### src/rtl/fbu_pkg.sv
`timescale 1ns/1ps
package fbu_pkg;

   // log2 of bits per pixel; reserved codes fall back to the widest depth
   function automatic logic [2:0] depth_log2(input logic [2:0] code);
      return (code > 3'd5) ? 3'd5 : code;
   endfunction

   // index of the last pixel inside a 32-bit word
   function automatic logic [4:0] word_last_pix(input logic [2:0] l2);
      return 5'(5'd31 >> l2);
   endfunction

endpackage

### src/rtl/fbu_addr_gen.sv
`timescale 1ns/1ps
module fbu_addr_gen #(
   parameter int ADDR_W = 32,
   parameter int ROW_W  = 11
) (
   input  logic              clk,
   input  logic              rst_n,
   input  logic              on_i,
   input  logic              start_i,
   input  logic [ADDR_W-1:0] base_i,
   input  logic [ADDR_W-1:0] stride_i,
   input  logic [ROW_W-1:0]  rows_i,
   output logic              req_valid,
   input  logic              req_ready,
   output logic [ADDR_W-1:0] req_addr
);
   localparam logic [ADDR_W-1:0] WORD_BYTES = ADDR_W'(4);

   logic              busy_q;
   logic [ADDR_W-1:0] row_base_q;
   logic [ADDR_W-1:0] off_q;
   logic [ROW_W-1:0]  row_q;
   logic              fire;
   logic              row_wrap;

   assign req_valid = busy_q && on_i;
   assign req_addr  = row_base_q + off_q;
   assign fire      = req_valid && req_ready;
   assign row_wrap  = (off_q + WORD_BYTES) >= stride_i;

   always_ff @(posedge clk) begin
      if (!rst_n) begin
         busy_q     <= 1'b0;
         row_base_q <= '0;
         off_q      <= '0;
         row_q      <= '0;
      end else if (start_i) begin
         busy_q     <= 1'b1;
         row_base_q <= base_i;
         off_q      <= '0;
         row_q      <= '0;
      end else if (!on_i) begin
         busy_q <= 1'b0;
      end else if (fire) begin
         if (row_wrap) begin
            off_q      <= '0;
            row_base_q <= row_base_q + stride_i;
            row_q      <= row_q + 1'b1;
            if (row_q == rows_i - 1'b1) busy_q <= 1'b0;
         end else begin
            off_q <= off_q + WORD_BYTES;
         end
      end
   end
endmodule

### src/rtl/fbu_pix_extract.sv
`timescale 1ns/1ps
module fbu_pix_extract #(
   parameter int WORD_W = 32
) (
   input  logic [WORD_W-1:0] word_i,
   input  logic [4:0]        idx_i,
   input  logic [2:0]        l2_i,
   input  logic              be_byte_i,
   input  logic              be_pix_i,
   input  logic              bgr_i,
   output logic [WORD_W-1:0] pix_o
);
   localparam int N_MODES = 6;

   logic [WORD_W-1:0] swapped;
   logic [WORD_W-1:0] src;
   logic [WORD_W-1:0] cand [N_MODES];

   assign swapped = {word_i[7:0], word_i[15:8], word_i[23:16], word_i[31:24]};
   assign src     = be_byte_i ? swapped : word_i;

   for (genvar m = 0; m < N_MODES; m++) begin : g_mode
      localparam int BPP = 1 << m;
      localparam int PPW = WORD_W / BPP;
      localparam logic [4:0] JMASK = 5'(PPW - 1);

      logic [4:0]        j;
      logic [4:0]        pos;
      logic [WORD_W-1:0] sh;

      assign j = idx_i & JMASK;

      if (m < 3) begin : g_sub
         localparam int SH = 3 - m;
         localparam logic [4:0] SMASK = 5'((8 >> m) - 1);
         logic [4:0] sub;
         logic [4:0] bbase;
         assign sub   = j & SMASK;
         assign bbase = 5'((j >> SH) << 3);
         always_comb begin
            if (be_byte_i)     pos = 5'((JMASK - j) << m);
            else if (be_pix_i) pos = 5'(bbase + 5'((SMASK - sub) << m));
            else               pos = 5'(bbase + 5'(sub << m));
         end
      end else begin : g_wide
         always_comb begin
            if (be_byte_i) pos = 5'((JMASK - j) << m);
            else           pos = 5'(j << m);
         end
      end

      assign sh = src >> pos;

      if (m < 4) begin : g_index
         assign cand[m] = WORD_W'(sh[BPP-1:0]);
      end else if (m == 4) begin : g_rgb16
         assign cand[m] = bgr_i ? {16'd0, sh[4:0], sh[10:5], sh[15:11]}
                                : {16'd0, sh[15:0]};
      end else begin : g_rgb32
         assign cand[m] = bgr_i ? {sh[31:24], sh[7:0], sh[15:8], sh[23:16]}
                                : sh;
      end
   end

   always_comb begin
      case (l2_i)
         3'd0:    pix_o = cand[0];
         3'd1:    pix_o = cand[1];
         3'd2:    pix_o = cand[2];
         3'd3:    pix_o = cand[3];
         3'd4:    pix_o = cand[4];
         default: pix_o = cand[5];
      endcase
   end
endmodule

### src/rtl/fbu_pos_count.sv
`timescale 1ns/1ps
module fbu_pos_count #(
   parameter int COL_W = 12,
   parameter int ROW_W = 11
) (
   input  logic             clk,
   input  logic             rst_n,
   input  logic             start_i,
   input  logic             step_i,
   input  logic [COL_W-1:0] cols_i,
   input  logic [ROW_W-1:0] rows_i,
   output logic             eol_o,
   output logic             eof_o
);
   logic [COL_W-1:0] col_q;
   logic [ROW_W-1:0] row_q;

   assign eol_o = (col_q == cols_i - 1'b1);
   assign eof_o = eol_o && (row_q == rows_i - 1'b1);

   always_ff @(posedge clk) begin
      if (!rst_n || start_i) begin
         col_q <= '0;
         row_q <= '0;
      end else if (step_i) begin
         if (eol_o) begin
            col_q <= '0;
            row_q <= row_q + 1'b1;
         end else begin
            col_q <= col_q + 1'b1;
         end
      end
   end
endmodule

### src/rtl/fb_line_unpacker.sv
`timescale 1ns/1ps
module fb_line_unpacker #(
   parameter int ADDR_W = 32,
   parameter int COL_W  = 12,
   parameter int ROW_W  = 11,
   parameter int WORD_W = 32
) (
   input  logic              clk,
   input  logic              rst_n,
   input  logic              cfg_enable,
   input  logic              cfg_power,
   input  logic [2:0]        cfg_depth,
   input  logic              cfg_be_byte,
   input  logic              cfg_be_pix,
   input  logic              cfg_bgr,
   input  logic [ADDR_W-1:0] cfg_base,
   input  logic [COL_W-1:0]  cfg_cols,
   input  logic [ROW_W-1:0]  cfg_rows,
   input  logic              frame_start,
   output logic              req_valid,
   input  logic              req_ready,
   output logic [ADDR_W-1:0] req_addr,
   input  logic              wd_valid,
   output logic              wd_ready,
   input  logic [WORD_W-1:0] wd_data,
   output logic              pix_valid,
   input  logic              pix_ready,
   output logic [WORD_W-1:0] pix_data,
   output logic              pix_eol,
   output logic              pix_eof
);
   import fbu_pkg::*;

   initial begin
      if (WORD_W != 32) $fatal(1, "fb_line_unpacker: WORD_W must be 32");
      if (ADDR_W < COL_W + 3) $fatal(1, "fb_line_unpacker: ADDR_W too small for stride");
      if (COL_W < 5 || ROW_W < 1) $fatal(1, "fb_line_unpacker: counter widths too small");
   end

   logic              on_ok;
   logic              start_ok;
   logic [2:0]        l2;
   logic [4:0]        last_idx;
   logic [ADDR_W-1:0] cols_ext;
   logic [ADDR_W-1:0] stride;

   logic              run_q;
   logic              have_q;
   logic [WORD_W-1:0] word_q;
   logic [4:0]        idx_q;

   logic pix_fire;
   logic word_done;
   logic wd_fire;

   assign on_ok    = cfg_enable && cfg_power;
   assign start_ok = frame_start && on_ok && !run_q;
   assign l2       = depth_log2(cfg_depth);
   assign last_idx = word_last_pix(l2);
   assign cols_ext = ADDR_W'(cfg_cols);
   assign stride   = (l2 < 3'd3) ? (cols_ext >> (3'd3 - l2)) : (cols_ext << (l2 - 3'd3));

   assign pix_valid = run_q && on_ok && have_q;
   assign pix_fire  = pix_valid && pix_ready;
   assign word_done = pix_fire && (idx_q == last_idx || pix_eof);
   assign wd_ready  = run_q && on_ok && (!have_q || (word_done && !pix_eof));
   assign wd_fire   = wd_valid && wd_ready;

   always_ff @(posedge clk) begin
      if (!rst_n) begin
         run_q  <= 1'b0;
         have_q <= 1'b0;
         word_q <= '0;
         idx_q  <= '0;
      end else if (start_ok) begin
         run_q  <= 1'b1;
         have_q <= 1'b0;
         idx_q  <= '0;
      end else if (!on_ok) begin
         run_q  <= 1'b0;
         have_q <= 1'b0;
      end else begin
         if (pix_fire && pix_eof) run_q <= 1'b0;
         if (wd_fire) begin
            have_q <= 1'b1;
            word_q <= wd_data;
            idx_q  <= '0;
         end else begin
            if (word_done) have_q <= 1'b0;
            if (pix_fire)  idx_q  <= idx_q + 1'b1;
         end
      end
   end

   fbu_addr_gen #(.ADDR_W(ADDR_W), .ROW_W(ROW_W)) addr_i (
      .clk       (clk),
      .rst_n     (rst_n),
      .on_i      (on_ok),
      .start_i   (start_ok),
      .base_i    (cfg_base),
      .stride_i  (stride),
      .rows_i    (cfg_rows),
      .req_valid (req_valid),
      .req_ready (req_ready),
      .req_addr  (req_addr)
   );

   fbu_pix_extract #(.WORD_W(WORD_W)) extract_i (
      .word_i    (word_q),
      .idx_i     (idx_q),
      .l2_i      (l2),
      .be_byte_i (cfg_be_byte),
      .be_pix_i  (cfg_be_pix),
      .bgr_i     (cfg_bgr),
      .pix_o     (pix_data)
   );

   fbu_pos_count #(.COL_W(COL_W), .ROW_W(ROW_W)) count_i (
      .clk     (clk),
      .rst_n   (rst_n),
      .start_i (start_ok),
      .step_i  (pix_fire),
      .cols_i  (cfg_cols),
      .rows_i  (cfg_rows),
      .eol_o   (pix_eol),
      .eof_o   (pix_eof)
   );
endmodule

### config.mk
export PLATFORM = sky130hd
export DESIGN_NAME = fb_line_unpacker
export DESIGN_NICKNAME = d
export VERILOG_FILES = /design/src/rtl/fbu_pkg.sv /design/src/rtl/fbu_addr_gen.sv /design/src/rtl/fbu_pix_extract.sv /design/src/rtl/fbu_pos_count.sv /design/src/rtl/fb_line_unpacker.sv
export SDC_FILE = /design/constraint.sdc
export NUM_CORES = 1
export LEC_CHECK = 0
export BUFFER_PORTS_ARGS = -buffer_cell sky130_fd_sc_hd__buf_2
export CORE_ASPECT_RATIO = 0.6
export CORE_MARGIN = 5
export CORE_UTILIZATION = 45
export CTS_BUF_LIST = sky130_fd_sc_hd__clkbuf_2
export DETAILED_ROUTE_END_ITERATION = 10
export SLEW_MARGIN = 10
export SYNTH_ARGS = -nofsm -noshare
export SYNTH_HDL_FRONTEND = slang
export SYNTH_SLANG_ARGS = --single-unit
### constraint.sdc
create_clock -name clk -period 7.45 [get_ports clk]
set_input_delay 0.3725 -clock clk [delete_from_list [all_inputs] [get_ports clk]]
set_output_delay 0.3725 -clock clk [all_outputs]
set_load 0.1 [all_outputs]
[Word level (Yosys, flattened, before mapping)]
Index checks and enable logic that the tools add are counted.
Word-level totals
  bits in registers: 138
  bits of input ports: 101
  output and inout bits: 69
  word-level logic and storage cells: 126
Operators by class
  add/sub/neg operators: 22
  $lt $le $gt $ge: 3
  equality and inequality tests: 12
  shifts and indexed selects: 8
  mux-type cells: 32
  bitwise logic cells: 3
  reduce and logical (&&, ||, !) cells: 36
Operators by type and width (count)
  32-bit 2-to-1 mux: 7
  32-bit one-hot mux with 5 select lines: 1
  32-bit adder: 2
  5-bit 2-to-1 mux: 10
  32-bit by 3-bit adder with 32-bit output, second input constant: 1
  32-bit >= comparator: 1
  12-bit by 3-bit << shifter with 32-bit output: 1
  12-bit by 3-bit right shift with 32-bit output: 1
  32-bit by 5-bit right shift with 1-bit output: 1
  32-bit by 5-bit right shift with 16-bit output: 1
  32-bit by 5-bit right shift with 2-bit output: 1
  32-bit by 5-bit right shift with 4-bit output: 1
  32-bit by 5-bit right shift with 8-bit output: 1
  24-bit 2-to-1 mux: 1
  11-bit by 1-bit adder with 11-bit output, second input constant: 2
  11-bit == test: 2
  16-bit 2-to-1 mux: 1
  5-bit by 3-bit adder with 5-bit output: 3
  5-bit adder: 3
  1-bit logical AND: 14
  12-bit by 1-bit adder with 12-bit output, second input constant: 1
  12-bit == test: 1
  12-bit 2-to-1 mux: 1
  3-bit by 2-bit != test with 1-bit output, second input constant: 4
  28 further kinds: 54

[Longest topological paths before layout]
  word-level depth: 12
  gate-level depth with buffers: 26
  depth with buffers taken out: 20

[Modules after synthesis]
Synthesis repeated with hierarchy kept, for this count alone.
Unflattened totals
  cells, all modules: 2168
  area, all modules: 16047.9 um^2
Modules (own cells, without submodules)
  fbu_addr_gen: times used 1, cells each 1034, area an instance 7752.4 um^2, sequential area each 1481.4 um^2
  fbu_pix_extract: times used 1, cells each 495, area an instance 3319.4 um^2, sequential area each 0.0 um^2
  fb_line_unpacker: times used 1, cells each 405, area an instance 3094.2 um^2, sequential area each 780.7 um^2
  fbu_pos_count: times used 1, cells each 234, area an instance 1881.8 um^2, sequential area each 460.4 um^2

[Least setup slack after synthesis]
No wires, ideal clock.
  path type: in2reg
  start: input port cfg_depth[0]
  end: register addr_i.row_base_q[2]
  library setup time: 0.129 ns
  arrival time: 5.192 ns
  data required time: 7.321 ns
  path slack: 2.129 ns
  cell stages on the path: 23
  path buffers: 6
  cell sequence: clkbuf_1 > a21oi_1 > inv_1 > clkbuf_1 > clkbuf_1 > ha_1 > inv_1 > ha_1 > clkbuf_1 > clkbuf_1 > o21ai_0 > or2_2 > ha_1 > and4_1 > nor4b_1 > a22oi_1 > o21ai_0 > o31ai_1 > a21oi_2 > buf_6 > mux2_4 > mux2i_1 > nor2_1
Between the ends
  word-level cells in the longest chain between the ends: 10
  elaborated cells on any way between the ends: 16
  those cells by class: add/sub (3); order compare (3); shift (2); mux (6); reduce/logical (2)
Ends and longest elaborated chain
  from (decl): RTL line fb_line_unpacker.sv:12  | input logic [2:0] cfg_depth,
  3-bit > comparator: RTL line fbu_pkg.sv:6  | return (code > 3'd5) ? 3'd5 : code;
  3-bit 2-to-1 mux (*): RTL line fbu_pkg.sv:6
  3-bit by 2-bit subtractor with 3-bit output / 2-bit by 3-bit subtractor with 3-bit output (equally long branches): RTL line fb_line_unpacker.sv:61  | assign stride = (l2 < 3'd3) ? (cols_ext >> (3'd3 - l2)) : (cols_ext << (l2 - 3'd3));
  12-bit by 3-bit << shifter with 32-bit output / 12-bit by 3-bit right shift with 32-bit output (equally long branches): RTL line fb_line_unpacker.sv:61
  32-bit 2-to-1 mux (*): RTL line fb_line_unpacker.sv:61
  32-bit adder: RTL line fbu_addr_gen.sv:47  | row_base_q <= row_base_q + stride_i;
  32-bit 2-to-1 mux: RTL line fbu_addr_gen.sv:45  | if (row_wrap) begin
  32-bit 2-to-1 mux: RTL line fbu_addr_gen.sv:44  | end else if (fire) begin
  32-bit 2-to-1 mux: RTL line fbu_addr_gen.sv:42  | end else if (!on_i) begin
  32-bit 2-to-1 mux: RTL line fbu_addr_gen.sv:37  | end else if (start_i) begin
  to (signal assigned): RTL line fbu_addr_gen.sv:39  | row_base_q <= base_i;
  to (signal assigned): RTL line fbu_addr_gen.sv:47
  to (decl): RTL line fbu_addr_gen.sv:20  | logic [ADDR_W-1:0] row_base_q;
Every way passes the cells marked *; elsewhere a longest branch is shown, timed or not. The select of a mux whose other input is x is not followed.
A chain may end at the register's enable or synchronous reset.

[Final worst setup path]
  start: input port cfg_depth[1]
  end: register addr_i.row_base_q[29]
Same word-level chain as after synthesis.

==> summary.md <==
| Metric | Value |
|---|---|
| Min cycle time layout | `between 5 and 6 ns` |
| Setup bufs post-CTS | `0` |
| Yosys warns | `0` |
| Worst path max stage delay | `0.74 ns` |
| DRC | `0` |
| Die height | `140 um` |
| Worst setup SP type | `input port` |
| Leakage | `around 6.3 nW` |
| Sequential cell area | `about 2700 um2` |
| Required time of the critical path | `~8.2 ns` |
| WP data arrival | `about 6 ns` |
| Final wirelength | `42.6 mm` |
| Top Family by Delay on Critical Path | `simple AND/OR/NAND/NOR gates` |
| Via Count | `approximately 13000` |
| TritonCTS Buffers | `17` |
| Yosys reg bits | `136` |
| Syn_area_per_cell | `7.72 um2` |
| Final setup vio count | `0` |
| Ant. Diodes | `0` |
| DRT antenna net count | `0` |
| Syn Std Cell Area | `approximately 13000 um2` |
| Num rows | `47` |
| Die Area | `31900 um2` |
| Asr flop ratio synth | `0%` |
| I/O Buffers | `169` |
| First-pass GRT wire length | `around 66 mm` |
| Post-synth top flop | `dfxtp_1` |
| Skew-Pair Late Insertion Delay | `a little over 0.8 ns` |
| Peak Freq | `~190 MHz` |
| Area Growth Syn to Fin | `15.4%` |
| Hold Fails Final Rpt | `0` |
| Setup TNS | `0 ns` |
| CTS Root Cell | `clkbuf_2` |
| Total power | `~0.0019 W` |
| EDFF count, synth | `0` |
| Slowest stage cell, crit path | `nor2b_1` |
| Final critical-path share of the clock period | `72.1%` |
| Slew Limit Fails | `0` |
| Critical Path Fanout Max | `20` |
| Status | `completed` |
| Max_cap viols | `0` |
| Slew headroom | `a little over a fifth` |
| Total Routing Usage GR | `between 20 and 30%` |
| CTS tree | `yes` |
| H-tree Lvls | `4` |
| WP buf/inv | `2` |
| Sequential share of the synthesized area | `about a fifth` |
| Crit path cell chain | `buf_2 > nor2b_1 > ha_1 > inv_1 > ha_1 > a31oi_1 > nor3_1 > ha_1 > a211oi_1 > o21ai_0 > nor4bb_1 > o2111ai_1 > a21o_1 > a31oi_1 > nand2_1 > or3_1 > a31oi_1` |
| Die outline width | `roughly 230 um` |
| Vias in the first global route | `11776` |
| Unrepaired setup endpoints after global routing | `false` |
| Area of the multi-input gates | `around 9400 um2` |
| DR WL/cell | `~19 um` |
| Initial antenna violation count | `1` |
| Share of cells above drive strength 1 | `about 16%` |
| Dpl cell area | `around 14000 um2` |
| Drt first pass iters | `7` |
| Clk buf depth | `2` |
| Ports | `170` |
| Core ar. | `about 28000 um2` |
| Initial drt markers | `between 1000 and 1500` |
| Fill cells | `around 2800` |
| Critical path class | `input port to flop` |
| Worst Setup End Kind | `flop` |
| Number of clock sinks | `between 100 and 150` |
| Clock slew at reported path FFs | `about 0.23 ns` |
| Final #Nets | `about 2000` |
| Total gr overflow | `0` |
| Hold crit path type | `input port to flop` |
| Final Cell Area | `about 15000 um2` |
| GP Congestion | `approximately 0.96` |
| Vias per cell | `roughly 5.9` |
| Post-DP HPWL | `~33 mm` |
| Pwr Density | `126 nW/um2` |
| Yosys cell types | `85` |
| Worst IR Drop VDD | `about 0.14 mV` |
| Initial Util | `46.0%` |
| Setup Skew | `approximately 0.045 ns` |
| Largest net degree at the start of global routing | `86` |
| Worst slew pin tran | `1.17 ns` |
| Syn Inst Count | `about 1700` |
| Syn_nets | `~1800` |
[cell usage after synthesis, types with 32 or more instances]
master | n | area share, %
o21ai_0 | 117 | 4.6
ha_1 | 76 | 7.5
xor2_1 | 61 | 4.2
nand2_1 | 164 | 4.8
inv_1 | 45 | 1.3
a211oi_1 | 32 | 1.9
and3_1 | 32 | 1.6
nor2_1 | 176 | 5.2
clkbuf_1 | 68 | 2.0
nand3_1 | 70 | 2.7
dfxtp_1 | 136 | 21
xnor2_1 | 86 | 5.9
mux2i_1 | 78 | 6.1
a21oi_1 | 93 | 3.6
[worst paths after layout]
path                                       from                    end  slack [ns]  cells past startpoint
worst max-delay path               cfg_depth[1]  addr_i.row_base_q[29]        2.08                     17
worst min-delay path                  cfg_power          addr_i.busy_q         0.1                      4
worst max register to register  addr_i.off_q[3]   addr_i.row_base_q[2]        2.08                     18
worst min register to register       word_q[29]             word_q[29]        0.50                      2
[layout make-up]
class                   instances  share of cell area [%]
flip-flops and latches        136                    18.5
inverters                      48                    1.22
well taps                     367                    3.12
multi-input cells            1366                    63.8
clock buffers                  17                   0.578
clock inverters                15                    1.39
repair buffers                256                    11.4
[per-layer routing]
metal | track usage, % | share of wire, %
met4 | 4.72 | 1.0
met2 | 33.3 | 38
met5 | 0 | 0.023
met1 | 42.5 | 51
met3 | 6.27 | 9.4
[where the power goes]
group | total [W] | switching, W | internal [W] | leakage (nW)
combinational | 0.000558 | 0.000363 | 0.000194 | 5.03
sequential | 0.000751 | 0.0000114 | 0.000740 | 1.10
clock | 0.000548 | 0.000344 | 0.000204 | 0.166
total | 0.00186 | 0.000718 | 0.00114 | 6.30
[placed cells by master, fill, tap and decap left out, types with 21 or more instances in the layout]
cell type / n
a31oi_1: 24
a21oi_1: 93
nand4_1: 29
mux4_2: 24
mux2_2: 21
xor2_1: 61
buf_2: 169
nor2_1: 176
a211oi_1: 32
and3_1: 32
dlygate4sd3_1: 70
ha_1: 76
o21ai_1: 23
xnor2_1: 82
inv_1: 45
nand3_1: 70
o21ai_0: 117
mux2i_1: 78
nand2_1: 163
nor3_1: 29
dfxtp_1: 136
[registers in the layout (all words and copies together) (netlist names)]
register	count
addr_i.busy_q	1
addr_i.off_q	30
addr_i.row_base_q	32
addr_i.row_q	11
count_i.col_q	12
count_i.row_q	11
have_q	1
idx_q	5
run_q	1
word_q	32
[stage by stage]
stage / hold WS (ns) / cells / util, % / worst slack (ns)
after detailed placement: 0.472 / 2103 / 49.5 / 1.34
final: 0.0960 / 2205 / 53.0 / 2.08
after global placement: 0.461 / 2103 / 49.5 / 1.37
after CTS: 0.00909 / 2205 / 53.0 / 2.19
after floorplan: 0.449 / 1654 / - / 2.13
after global routing: 0.00385 / 2205 / 53.0 / 1.57
[tightest hold or removal path: stages]
cell and delay, ns:
buf_2 0.11, and3_1 0.22, o41ai_1 0.10, a21oi_1 0.07
[logic make-up after synthesis]
family / after synthesis / share of synthesized area [%]
AND/OR/NAND/NOR: 614 / 23.4
AO/OA/AOI/OAI: 400 / 19.2
buffers and inverters: 152 / 5.33
XOR/XNOR: 151 / 10.8
flip-flops: 136 / 21.3
multiplexers: 124 / 12.3
adder cells (fa/ha/maj): 77 / 7.61
[what timing repair did]
item                                   CTS  global route
resized for setup                        0             0
hold buffers                            70             0
setup endpoints to repair                0             0
endpoints found under the hold margin   71             0
(Power assumes the default switching activity.)
